$ cat config.mk
export PLATFORM = sky130hd
export DESIGN_NAME = d2i_convert
export DESIGN_NICKNAME = d
export VERILOG_FILES = /design/src/rtl/d2i_pkg.sv /design/src/rtl/d2i_unpack.sv /design/src/rtl/d2i_sat.sv /design/src/rtl/d2i_convert.sv
export SDC_FILE = /design/constraint.sdc
export NUM_CORES = 1
export LEC_CHECK = 0
export ABC_AREA = 1
export BUFFER_PORTS_ARGS = -buffer_cell sky130_fd_sc_hd__buf_4
export CAP_MARGIN = 10
export CORE_MARGIN = 2
export CORE_UTILIZATION = 65
export DETAILED_ROUTE_END_ITERATION = 7
export PLACE_DENSITY = 0.95
export SKIP_CTS_REPAIR_TIMING = 1
export SLEW_MARGIN = 0
export SYNTH_ARGS = -nofsm -noshare
export SYNTH_HDL_FRONTEND = slang
export SYNTH_SLANG_ARGS = --single-unit
$ cat constraint.sdc
create_clock -name clk -period 7.95 [get_ports clk]
set_clock_uncertainty 0.05 [all_clocks]
set_input_delay 0 -clock clk [delete_from_list [all_inputs] [get_ports clk]]
set_output_delay 0 -clock clk [all_outputs]
set_load 0.02 [all_outputs]
$ cat src/rtl/d2i_pkg.sv
package d2i_pkg;
   // Destination format: bit 0 selects unsigned, bit 1 selects the wide destination.
   typedef enum logic [1:0] {
      FMT_S_NARROW = 2'b00,
      FMT_U_NARROW = 2'b01,
      FMT_S_WIDE   = 2'b10,
      FMT_U_WIDE   = 2'b11
   } d2i_fmt_e;

   function automatic logic fmt_unsigned(input logic [1:0] f);
      return f[0];
   endfunction

   function automatic logic fmt_narrow(input logic [1:0] f);
      return ~f[1];
   endfunction
endpackage

$ cat src/rtl/d2i_unpack.sv
// Splits the operand into its fields and aligns the significand so that the
// integer part and the discarded fraction fall out of a single left shift.
module d2i_unpack #(
   parameter int FP_W  = 64,
   parameter int EXP_W = 11,
   parameter int INT_W = 64
) (
   input  logic [FP_W-1:0]  fp,
   output logic             sign,
   output logic             is_nan,
   output logic             is_big,
   output logic [INT_W-1:0] mag,
   output logic             sticky
);
   localparam int MAN_W  = FP_W - EXP_W - 1;
   localparam int BIAS   = (1 << (EXP_W - 1)) - 1;
   localparam int SH_W   = $clog2(INT_W);
   localparam int WIDE_W = INT_W + MAN_W;

   logic [EXP_W-1:0]  exp_f;
   logic [MAN_W-1:0]  man;
   logic              below_one;
   logic [SH_W-1:0]   shamt;
   logic [WIDE_W-1:0] wide;

   assign sign   = fp[FP_W-1];
   assign exp_f  = fp[FP_W-2 -: EXP_W];
   assign man    = fp[MAN_W-1:0];

   assign is_nan    = (&exp_f) && (|man);
   assign below_one = exp_f < EXP_W'(BIAS);
   assign is_big    = {1'b0, exp_f} >= (EXP_W+1)'(BIAS + INT_W);

   // Unbiased exponent is 0 .. INT_W-1 whenever the shift result is used.
   assign shamt = SH_W'(exp_f - EXP_W'(BIAS));
   assign wide  = WIDE_W'({1'b1, man}) << shamt;

   always_comb begin
      if (below_one) begin
         mag    = '0;
         sticky = (|exp_f) || (|man);
      end else if (is_big) begin
         mag    = '0;
         sticky = 1'b0;
      end else begin
         mag    = wide[WIDE_W-1:MAN_W];
         sticky = |wide[MAN_W-1:0];
      end
   end
endmodule

$ cat src/rtl/d2i_sat.sv
// Range check on the unsigned magnitude, clamping, negation and narrow
// sign extension, plus the two flags.
module d2i_sat #(
   parameter int INT_W = 64
) (
   input  logic [1:0]       fmt,
   input  logic             sign,
   input  logic             is_nan,
   input  logic             is_big,
   input  logic [INT_W-1:0] mag,
   input  logic             sticky,
   output logic [INT_W-1:0] res,
   output logic             inv,
   output logic             inx
);
   import d2i_pkg::*;

   localparam int HALF_W = INT_W / 2;

   localparam logic [INT_W-1:0] ONES      = '1;
   localparam logic [INT_W-1:0] ZERO      = '0;
   localparam logic [INT_W-1:0] N_S_MAX   = {{(HALF_W+1){1'b0}}, {(HALF_W-1){1'b1}}};
   localparam logic [INT_W-1:0] N_S_NEGM  = {{HALF_W{1'b0}}, 1'b1, {(HALF_W-1){1'b0}}};
   localparam logic [INT_W-1:0] N_S_MIN   = {{(HALF_W+1){1'b1}}, {(HALF_W-1){1'b0}}};
   localparam logic [INT_W-1:0] N_U_MAX   = {{HALF_W{1'b0}}, {HALF_W{1'b1}}};
   localparam logic [INT_W-1:0] W_S_MAX   = {1'b0, {(INT_W-1){1'b1}}};
   localparam logic [INT_W-1:0] W_S_MIN   = {1'b1, {(INT_W-1){1'b0}}};

   d2i_fmt_e         fmt_e;
   logic [INT_W-1:0] pos_lim, neg_lim, max_val, min_val;
   logic [INT_W-1:0] signed_val, fit_val;
   logic             over;

   assign fmt_e = d2i_fmt_e'(fmt);

   always_comb begin
      unique case (fmt_e)
         FMT_S_NARROW: begin
            pos_lim = N_S_MAX;  neg_lim = N_S_NEGM;
            max_val = N_S_MAX;  min_val = N_S_MIN;
         end
         FMT_U_NARROW: begin
            pos_lim = N_U_MAX;  neg_lim = ZERO;
            max_val = ONES;     min_val = ZERO;
         end
         FMT_S_WIDE: begin
            pos_lim = W_S_MAX;  neg_lim = W_S_MIN;
            max_val = W_S_MAX;  min_val = W_S_MIN;
         end
         FMT_U_WIDE: begin
            pos_lim = ONES;     neg_lim = ZERO;
            max_val = ONES;     min_val = ZERO;
         end
      endcase
   end

   assign over       = is_big || (sign ? (mag > neg_lim) : (mag > pos_lim));
   assign inv        = is_nan || over;
   assign inx        = !inv && sticky;
   assign signed_val = sign ? (~mag + 1'b1) : mag;
   assign fit_val    = fmt_narrow(fmt)
                       ? {{HALF_W{signed_val[HALF_W-1]}}, signed_val[HALF_W-1:0]}
                       : signed_val;

   always_comb begin
      if (!inv)                 res = fit_val;
      else if (is_nan || !sign) res = max_val;
      else                      res = min_val;
   end
endmodule

$ cat src/rtl/d2i_convert.sv
module d2i_convert #(
   parameter int FP_W    = 64,
   parameter int EXP_W   = 11,
   parameter int INT_W   = 64,
   parameter int MID_REG = 1
) (
   input  logic             clk,
   input  logic             rst_n,
   input  logic             in_valid,
   input  logic [FP_W-1:0]  in_data,
   input  logic [1:0]       in_fmt,
   output logic             out_valid,
   output logic [INT_W-1:0] out_data,
   output logic             out_invalid,
   output logic             out_inexact
);
   localparam int MAN_W = FP_W - EXP_W - 1;
   localparam int BIAS  = (1 << (EXP_W - 1)) - 1;

   if (INT_W % 2 != 0 || INT_W < 4) begin : g_bad_int_w
      $error("d2i_convert: INT_W must be even and at least 4");
   end
   if (MAN_W < 1 || EXP_W < 2) begin : g_bad_fp_w
      $error("d2i_convert: floating-point field widths are inconsistent");
   end
   if (BIAS + INT_W >= (1 << EXP_W) - 1) begin : g_bad_range
      $error("d2i_convert: exponent range too small for INT_W");
   end
   if (MID_REG != 0 && MID_REG != 1) begin : g_bad_mid
      $error("d2i_convert: MID_REG must be 0 or 1");
   end

   // Stage A: unpack and align
   logic             a_sign, a_nan, a_big, a_sticky;
   logic [INT_W-1:0] a_mag;

   d2i_unpack #(.FP_W(FP_W), .EXP_W(EXP_W), .INT_W(INT_W)) u_unpack (
      .fp     (in_data),
      .sign   (a_sign),
      .is_nan (a_nan),
      .is_big (a_big),
      .mag    (a_mag),
      .sticky (a_sticky)
   );

   // Optional boundary between alignment and clamping
   logic             m_valid, m_sign, m_nan, m_big, m_sticky;
   logic [INT_W-1:0] m_mag;
   logic [1:0]       m_fmt;

   if (MID_REG != 0) begin : g_mid_reg
      always_ff @(posedge clk or negedge rst_n) begin
         if (!rst_n) begin
            m_valid  <= 1'b0;
            m_sign   <= 1'b0;
            m_nan    <= 1'b0;
            m_big    <= 1'b0;
            m_sticky <= 1'b0;
            m_mag    <= '0;
            m_fmt    <= '0;
         end else begin
            m_valid  <= in_valid;
            m_sign   <= a_sign;
            m_nan    <= a_nan;
            m_big    <= a_big;
            m_sticky <= a_sticky;
            m_mag    <= a_mag;
            m_fmt    <= in_fmt;
         end
      end
   end else begin : g_mid_wire
      assign m_valid  = in_valid;
      assign m_sign   = a_sign;
      assign m_nan    = a_nan;
      assign m_big    = a_big;
      assign m_sticky = a_sticky;
      assign m_mag    = a_mag;
      assign m_fmt    = in_fmt;
   end

   // Stage B: clamp and flag
   logic [INT_W-1:0] b_res;
   logic             b_inv, b_inx;

   d2i_sat #(.INT_W(INT_W)) u_sat (
      .fmt    (m_fmt),
      .sign   (m_sign),
      .is_nan (m_nan),
      .is_big (m_big),
      .mag    (m_mag),
      .sticky (m_sticky),
      .res    (b_res),
      .inv    (b_inv),
      .inx    (b_inx)
   );

   always_ff @(posedge clk or negedge rst_n) begin
      if (!rst_n) begin
         out_valid   <= 1'b0;
         out_data    <= '0;
         out_invalid <= 1'b0;
         out_inexact <= 1'b0;
      end else begin
         out_valid   <= m_valid;
         out_data    <= m_valid ? b_res : '0;
         out_invalid <= m_valid && b_inv;
         out_inexact <= m_valid && b_inx;
      end
   end
endmodule

After elaboration in Yosys (flattened, before gate mapping). Cells that the tools add are included.

Flip-flop bits (word level): 138. Output and inout bits: 67. Logic and storage cells: 52.

Add/subtract/negate cells: 2. Order comparisons: 4. Eq/ne operators: 3. Shifts and indexed selects: 1. Muxes and demuxes: 14. Bitwise gates (word level): 1. Reductions and logical operators: 16.

Operator list (number): $pmux W64 S3 (3); $mux W64 (7); $pmux W64 S4 (1); $gt A64 B64 Y1 (2); $shl A53 B6 Y116 (1); $reduce_or A52 Y1 (2); $add A64 B1 Y64 const B (1); $not A64 Y64 (1); $ge A11 B11 Y1 const B (1); $lt A11 B10 Y1 const B (1); $reduce_and A11 Y1 (1); $reduce_or A11 Y1 (1); $sub A6 B6 Y6 const B (1); $eq A2 B2 Y1 const B (2); $logic_and A1 B1 Y1 (4); $logic_or A1 B1 Y1 (4); $mux W1 (3); $eq A2 B1 Y1 const B (1); $logic_not A1 Y1 (2); $logic_not A2 Y1 (1); $reduce_or A2 Y1 (1).

Depth between registers and ports, before layout.
Word-level depth: 10. Depth in mapped cells: 20.

Cells and area by module. Synthesis repeated with hierarchy kept, for this count alone.

Cell total of the unflattened synthesis: 2108. Area, all modules: 12542.0 µm².

By module, submodules not included: d2i_unpack (instances 1, cells an instance 963, area an instance 4314.1 µm², seq. area each 0.0 µm²); d2i_sat (instances 1, cells an instance 868, area an instance 4231.6 µm², seq. area each 0.0 µm²); d2i_convert (instances 1, cells an instance 277, area an instance 3996.3 µm², seq. area each 3453.3 µm²).

Worst setup path after synthesis. No wires, ideal clock.

Kind: register to register. Start: reg m_fmt[1]. End: reg out_data[26]. Setup time: 0.120 ns. Arrival time: 2.677 ns. Required time: 7.780 ns. Path slack: 5.103 ns. Cell stages (with the launch flop): 16. Clock period less this slack: 2.847 ns. Cell sequence: dfrtp_1 -> clkbuf_1 -> inv_1 -> or2_2 -> ha_1 -> nand3_1 -> nor3_1 -> nand4_1 -> nand2_1 -> nand2_1 -> a21oi_2 -> nand2_2 -> buf_6 -> buf_4 -> nor2_1 -> nor2_1.

Word-level cells in the longest chain between the ends: 9.

Ends and longest elaborated chain: start: declaration (RTL line d2i_convert.sv:49) `logic [1:0] m_fmt;`; start signal: assignment (RTL line d2i_convert.sv:68) `m_fmt <= in_fmt;`; $eq A2 B1 Y1 / $eq A2 B2 Y1 (equally long branches) (RTL line d2i_sat.sv:37) `unique case (fmt_e)`; $reduce_or A2 Y1 (no line); $pmux W64 S3 (RTL line d2i_sat.sv:37); $gt A64 B64 Y1 (RTL line d2i_sat.sv:57) `assign over = is_big || (sign ? (mag > neg_lim) : (mag > pos_lim));`; $mux W1 (*) (RTL line d2i_sat.sv:57); $logic_or A1 B1 Y1 (*) (RTL line d2i_sat.sv:57); $logic_or A1 B1 Y1 (*) (RTL line d2i_sat.sv:58) `assign inv = is_nan || over;`; $mux W64 (*) (RTL line d2i_sat.sv:66) `if (!inv) res = fit_val;`; $mux W64 (*) (RTL line d2i_convert.sv:105) `out_data <= m_valid ? b_res : '0;`; end signal: assignment (RTL line d2i_convert.sv:105); end: declaration (RTL line d2i_convert.sv:13) `output logic [INT_W-1:0] out_data,`.

Every way passes the cells marked *; elsewhere a longest branch is shown, timed or not. The select of a mux whose other input is x is not followed.

Final worst setup path.
Start: reg m_fmt[1]. End: reg out_data[25].

The elaborated chain is that of the path after synthesis.

==> results.md <==
Logic synthesis:
- The cell taking the most area after synthesis is sky130_fd_sc_hd__dfrtp_1.
- Synthesis produced a netlist with a net count of just under 2000.
- The cell count after synthesis came out at 1828.
- The number of synthesis warnings is 0.
- A synthesized cell averages approximately 6.4 sq um.
- The distinct cell type count after synthesis is between 40 and 50.
- The cell area that synthesis handed to floorplanning was between 10000 and 15000 sq um.
- Summing the areas of all and, or, nand and nor instances in the mapped netlist gives ~46% of the synthesized area.
- Ranked by total cell area, the synthesized netlist is headed by sky130_fd_sc_hd__dfrtp_1 (30%), sky130_fd_sc_hd__nand2_1 (16%), sky130_fd_sc_hd__nand3_1 (15%).
- The synthesized netlist devotes between 4 and 5% of its cell area to adder and majority cells.
- The most repeated cell in the gate-level netlist after synthesis is sky130_fd_sc_hd__nand2_1.
- Counting instances in the post-synthesis netlist gives the leading cell types as sky130_fd_sc_hd__nand2_1 (501), sky130_fd_sc_hd__nand3_1 (344), sky130_fd_sc_hd__nor2_1 (299), sky130_fd_sc_hd__dfrtp_1 (138), sky130_fd_sc_hd__inv_1 (84).
- The dominant synthesized flop cell is sky130_fd_sc_hd__dfrtp_1.
- The top cell type's share of synthesized area is between 20% and 30%.
- The synthesized netlist devotes 8.92% of its cell area to compound gates.
- The register bit total from synthesis is roughly 140.
- The number of enable flip-flop cells after synthesis is 0.
- Measured against the total synthesized area, the mux share comes to 0%.
- Of the synthesized area, sequential elements account for between 20% and 30%.
- After Yosys synthesis, XOR and XNOR cells account for roughly 2.9% of the synthesized area.
- The proportion of synthesized flip-flops having asynchronous set or reset is 100%.
- The largest family of logic cells by synthesized area is simple AND/OR/NAND/NOR gates.

Global routing:
- The via count of the first global-routing pass came to approximately 12000.
- Global routing finished with a remaining overflow of 0.
- The total routing usage reported by global routing is 42.6%.
- The first-pass GRT wire length is around 62000 um.
- The initial antenna violation count is 3.
- Entering global routing, the biggest net connects 73 pins.

Placement:
- The congestion estimate from routability-driven global placement came to ~1.1.
- OpenSTA, run right after detailed placement, puts the worst setup slack at about 3500 ps.
- The wire-length estimate of the detail-placed layout is about 31000 um.
- The count of input and output buffers is about 140.

Route:
- The initial DRC count is approximately 2100.
- Summed over all nets, wire length on met3 after detailed routing comes to roughly 5100 um.
- The number of detailed-routing iterations run before antenna repair is 8.
- The via total after detailed routing is about 14000.
- The highest metal layer with signal wires is met5.
- In the detailed route, the total length drawn on met2 is 17600 um.
- The routed design has roughly 40000 um of wire.
- The count of unresolved DRC violations after routing is 1.
- The post-detailed-route wirelength per cell is roughly 19 um.
- After detailed routing, the wire length on met1 is around 16000 um.
- In this run the remaining antenna-violating nets after routing total 0.
- The number of vias per cell is 6.31.

Die:
- The full die area is 19000 sq um.
- For this configuration, the core starts out at a cell density of around two thirds.
- The die height is 138 um.
- The core footprint is 17400 sq um.
- The width of the chip is ~140 um.
- The placement row count is 48.
- The top-level I/O count is between 100 and 150.

Timing:
- The final count of hold timing violations is 1.
- The count of final max-slew check failures was 0.
- The achievable clock frequency is ~0.22 GHz.
- The remaining max-slew budget at the tightest pin is between 20% and 30%.
- At the pin with the least slew margin, the transition time is 1160 ps.
- The setup TNS is 0 ps.
- Setup repair after global routing left no endpoint under its margin.
- Once routing completed, OpenROAD measured the worst setup slack at between 3000 and 4000 ps.
- Setup violations remaining at the end of the flow were counted as 0.
- The shortest clock period the worst path allows after layout is roughly 4600 ps.
- The fraction of the cycle the final worst path needs is between 50% and 60%.
- The tightest hold path in the finished design has a slack of -8.49 ps.

Setup path:
- The top fanout value on the critical path is between 40 and 50.
- The kind of critical path is flip-flop to flip-flop.
- At the worst endpoint, the required time is just over 8000 ps.
- For the worst setup path, the data arrival time is 4840 ps.
- The worst setup path is launched from a flip-flop.
- The nature of the critical path endpoint is a flip-flop.

Clock network:
- The CTS tree is done.
- Counting the buffers created by CTS gives 17.
- For this design, the sink count on the clock tree is roughly 140.
- The tree is rooted in a sky130_fd_sc_hd__clkbuf_16.
- The later pin in the worst-skew pair is clocked with a latency of approximately 430 ps.
- In this run the number of H-tree levels came out at 4.
- The clock transition at the registers of the reported paths is roughly 60 ps.
- The maximum clock path buffer count is 2.

Run status:
- The flow ran to the end, but the final reports show violations.
- The checks that failed: DRC, hold timing.

Flow run:
- The reported max-cap violation count is 0.

Layout:
- The layout overhead on the synthesized area is 13.4%.
- For this run, the post-layout net count is 2012.
- The layout cell share with drive strength beyond 1 is a little under an eighth.

Power and ir drop:
- Dividing total power by cell area gives a power density of ~200 nW/um^2.
- For this design the static power due to leakage is slightly below 7 nW.
- The maximum vdd ir drop is approximately 180 uV.

Hold path:
- The worst hold-check path type is input pin to flip-flop.
[power breakdown]
part	leakage (nW)	switching, mW	internal, mW
combinational	4.66	0.657	0.296
sequential	1.81	0.0423	0.756
clock	0.310	0.326	0.547
[cell families after synthesis]
group / after synthesis
buf+inv: 190
flops: 138
xor+xnor: 38
fa+ha+maj: 40
compound gates: 175
simple gates: 1247
[registers in the layout, summed over array words and instances (netlist names)]
name and count:
m_big 1, m_fmt 2, m_mag 64, m_nan 1, m_sign 1, m_sticky 1, m_valid 1, out_data 64
out_inexact 1, out_invalid 1, out_valid 1
[final timing paths]
kind / startpoint / endpoint / slack (ps) / cells past startpoint
setup / recovery: m_fmt[1] / out_data[25] / 3310 / 16
hold / removal: in_data[57] / m_big / -8 / 5
setup reg to reg: m_fmt[1] / out_data[25] / 3310 / 16
hold reg to reg: m_sticky / out_inexact / 500 / 2
max in group asynchronous: rst_n / m_mag[59] / 6280 / 3
min in group asynchronous: rst_n / out_data[9] / 150 / 2
[routing by layer]
| metal | global-route usage, % | up-vias |
|---|---|---|
| met5 | 0 | - |
| met2 | 65.4 | 975 |
| li1 | - | 6257 |
| met3 | 12.0 | 154 |
| met4 | 19.1 | 4 |
| met1 | 56.0 | 6130 |
[cell usage in the layout, fill, tap and decap left out, types with 4 or more instances in the layout]
master                          count
sky130_fd_sc_hd__nand3_1          344
sky130_fd_sc_hd__o21bai_1           4
sky130_fd_sc_hd__bufinv_16          4
sky130_fd_sc_hd__nand2_1          501
sky130_fd_sc_hd__dfrtp_1          138
sky130_fd_sc_hd__o22ai_1           32
sky130_fd_sc_hd__o21ai_0           40
sky130_fd_sc_hd__buf_4            144
sky130_fd_sc_hd__a21oi_1           46
sky130_fd_sc_hd__inv_1             84
sky130_fd_sc_hd__nor4_1            14
sky130_fd_sc_hd__nand2_2            7
sky130_fd_sc_hd__a21oi_2           13
sky130_fd_sc_hd__dlygate4sd3_1      7
sky130_fd_sc_hd__clkbuf_16         17
sky130_fd_sc_hd__nor2_1           299
sky130_fd_sc_hd__inv_2             11
sky130_fd_sc_hd__ha_1              40
sky130_fd_sc_hd__nor2_4             5
sky130_fd_sc_hd__a31oi_1           12
sky130_fd_sc_hd__nor2_2             6
sky130_fd_sc_hd__xnor2_1            8
sky130_fd_sc_hd__or2_2              6
sky130_fd_sc_hd__xor2_1            29
sky130_fd_sc_hd__o21ai_1           13
sky130_fd_sc_hd__nand3b_1           4
sky130_fd_sc_hd__nor3_1            15
sky130_fd_sc_hd__nand4_1           39
[cell type report]
type	count	area (sq um)
clock inverter	12	186
fill	1424	4190
sequential	138	3450
tap	225	282
timing repair buffer	151	1150
clock buffer	20	457
multi-input combinational	1500	7280
antenna	1	2.50
inverter	95	357
[worst max-delay path: stages, from the launching register on]
cell	delay (ps)
sky130_fd_sc_hd__dfrtp_1	330
sky130_fd_sc_hd__buf_4	340
sky130_fd_sc_hd__inv_1	600
sky130_fd_sc_hd__ha_1	540
sky130_fd_sc_hd__nand2_1	60
sky130_fd_sc_hd__inv_1	70
sky130_fd_sc_hd__nand3_1	110
sky130_fd_sc_hd__nor3_1	260
sky130_fd_sc_hd__nand3_1	110
sky130_fd_sc_hd__nand2_1	80
sky130_fd_sc_hd__nor2_1	40
sky130_fd_sc_hd__nand2_1	70
sky130_fd_sc_hd__nand2_1	100
sky130_fd_sc_hd__nand2_2	640
sky130_fd_sc_hd__nand2_1	100
sky130_fd_sc_hd__nand2_1	760
sky130_fd_sc_hd__nor2_1	160
[through the flow]
| stage | instances | utilization, % | hold WS [ps] | cell area, sq um | power (mW) |
|---|---|---|---|---|---|
| 2_1_floorplan | 1828 | - | -346 | 11600 | 1.44 |
| 3_3_place_gp | 2102 | 71.8 | 54.6 | 12500 | 1.70 |
| 3_5_place_dp | 2102 | 71.8 | 60.9 | 12500 | 1.72 |
| 4_1_cts | 2134 | 75.5 | -382 | 13100 | 2.59 |
| 5_1_grt | 2141 | 75.9 | 27.8 | 13200 | 2.74 |
| 6_report | 2142 | 75.9 | -8.49 | 13200 | 2.62 |
(Power assumes the default switching activity.)
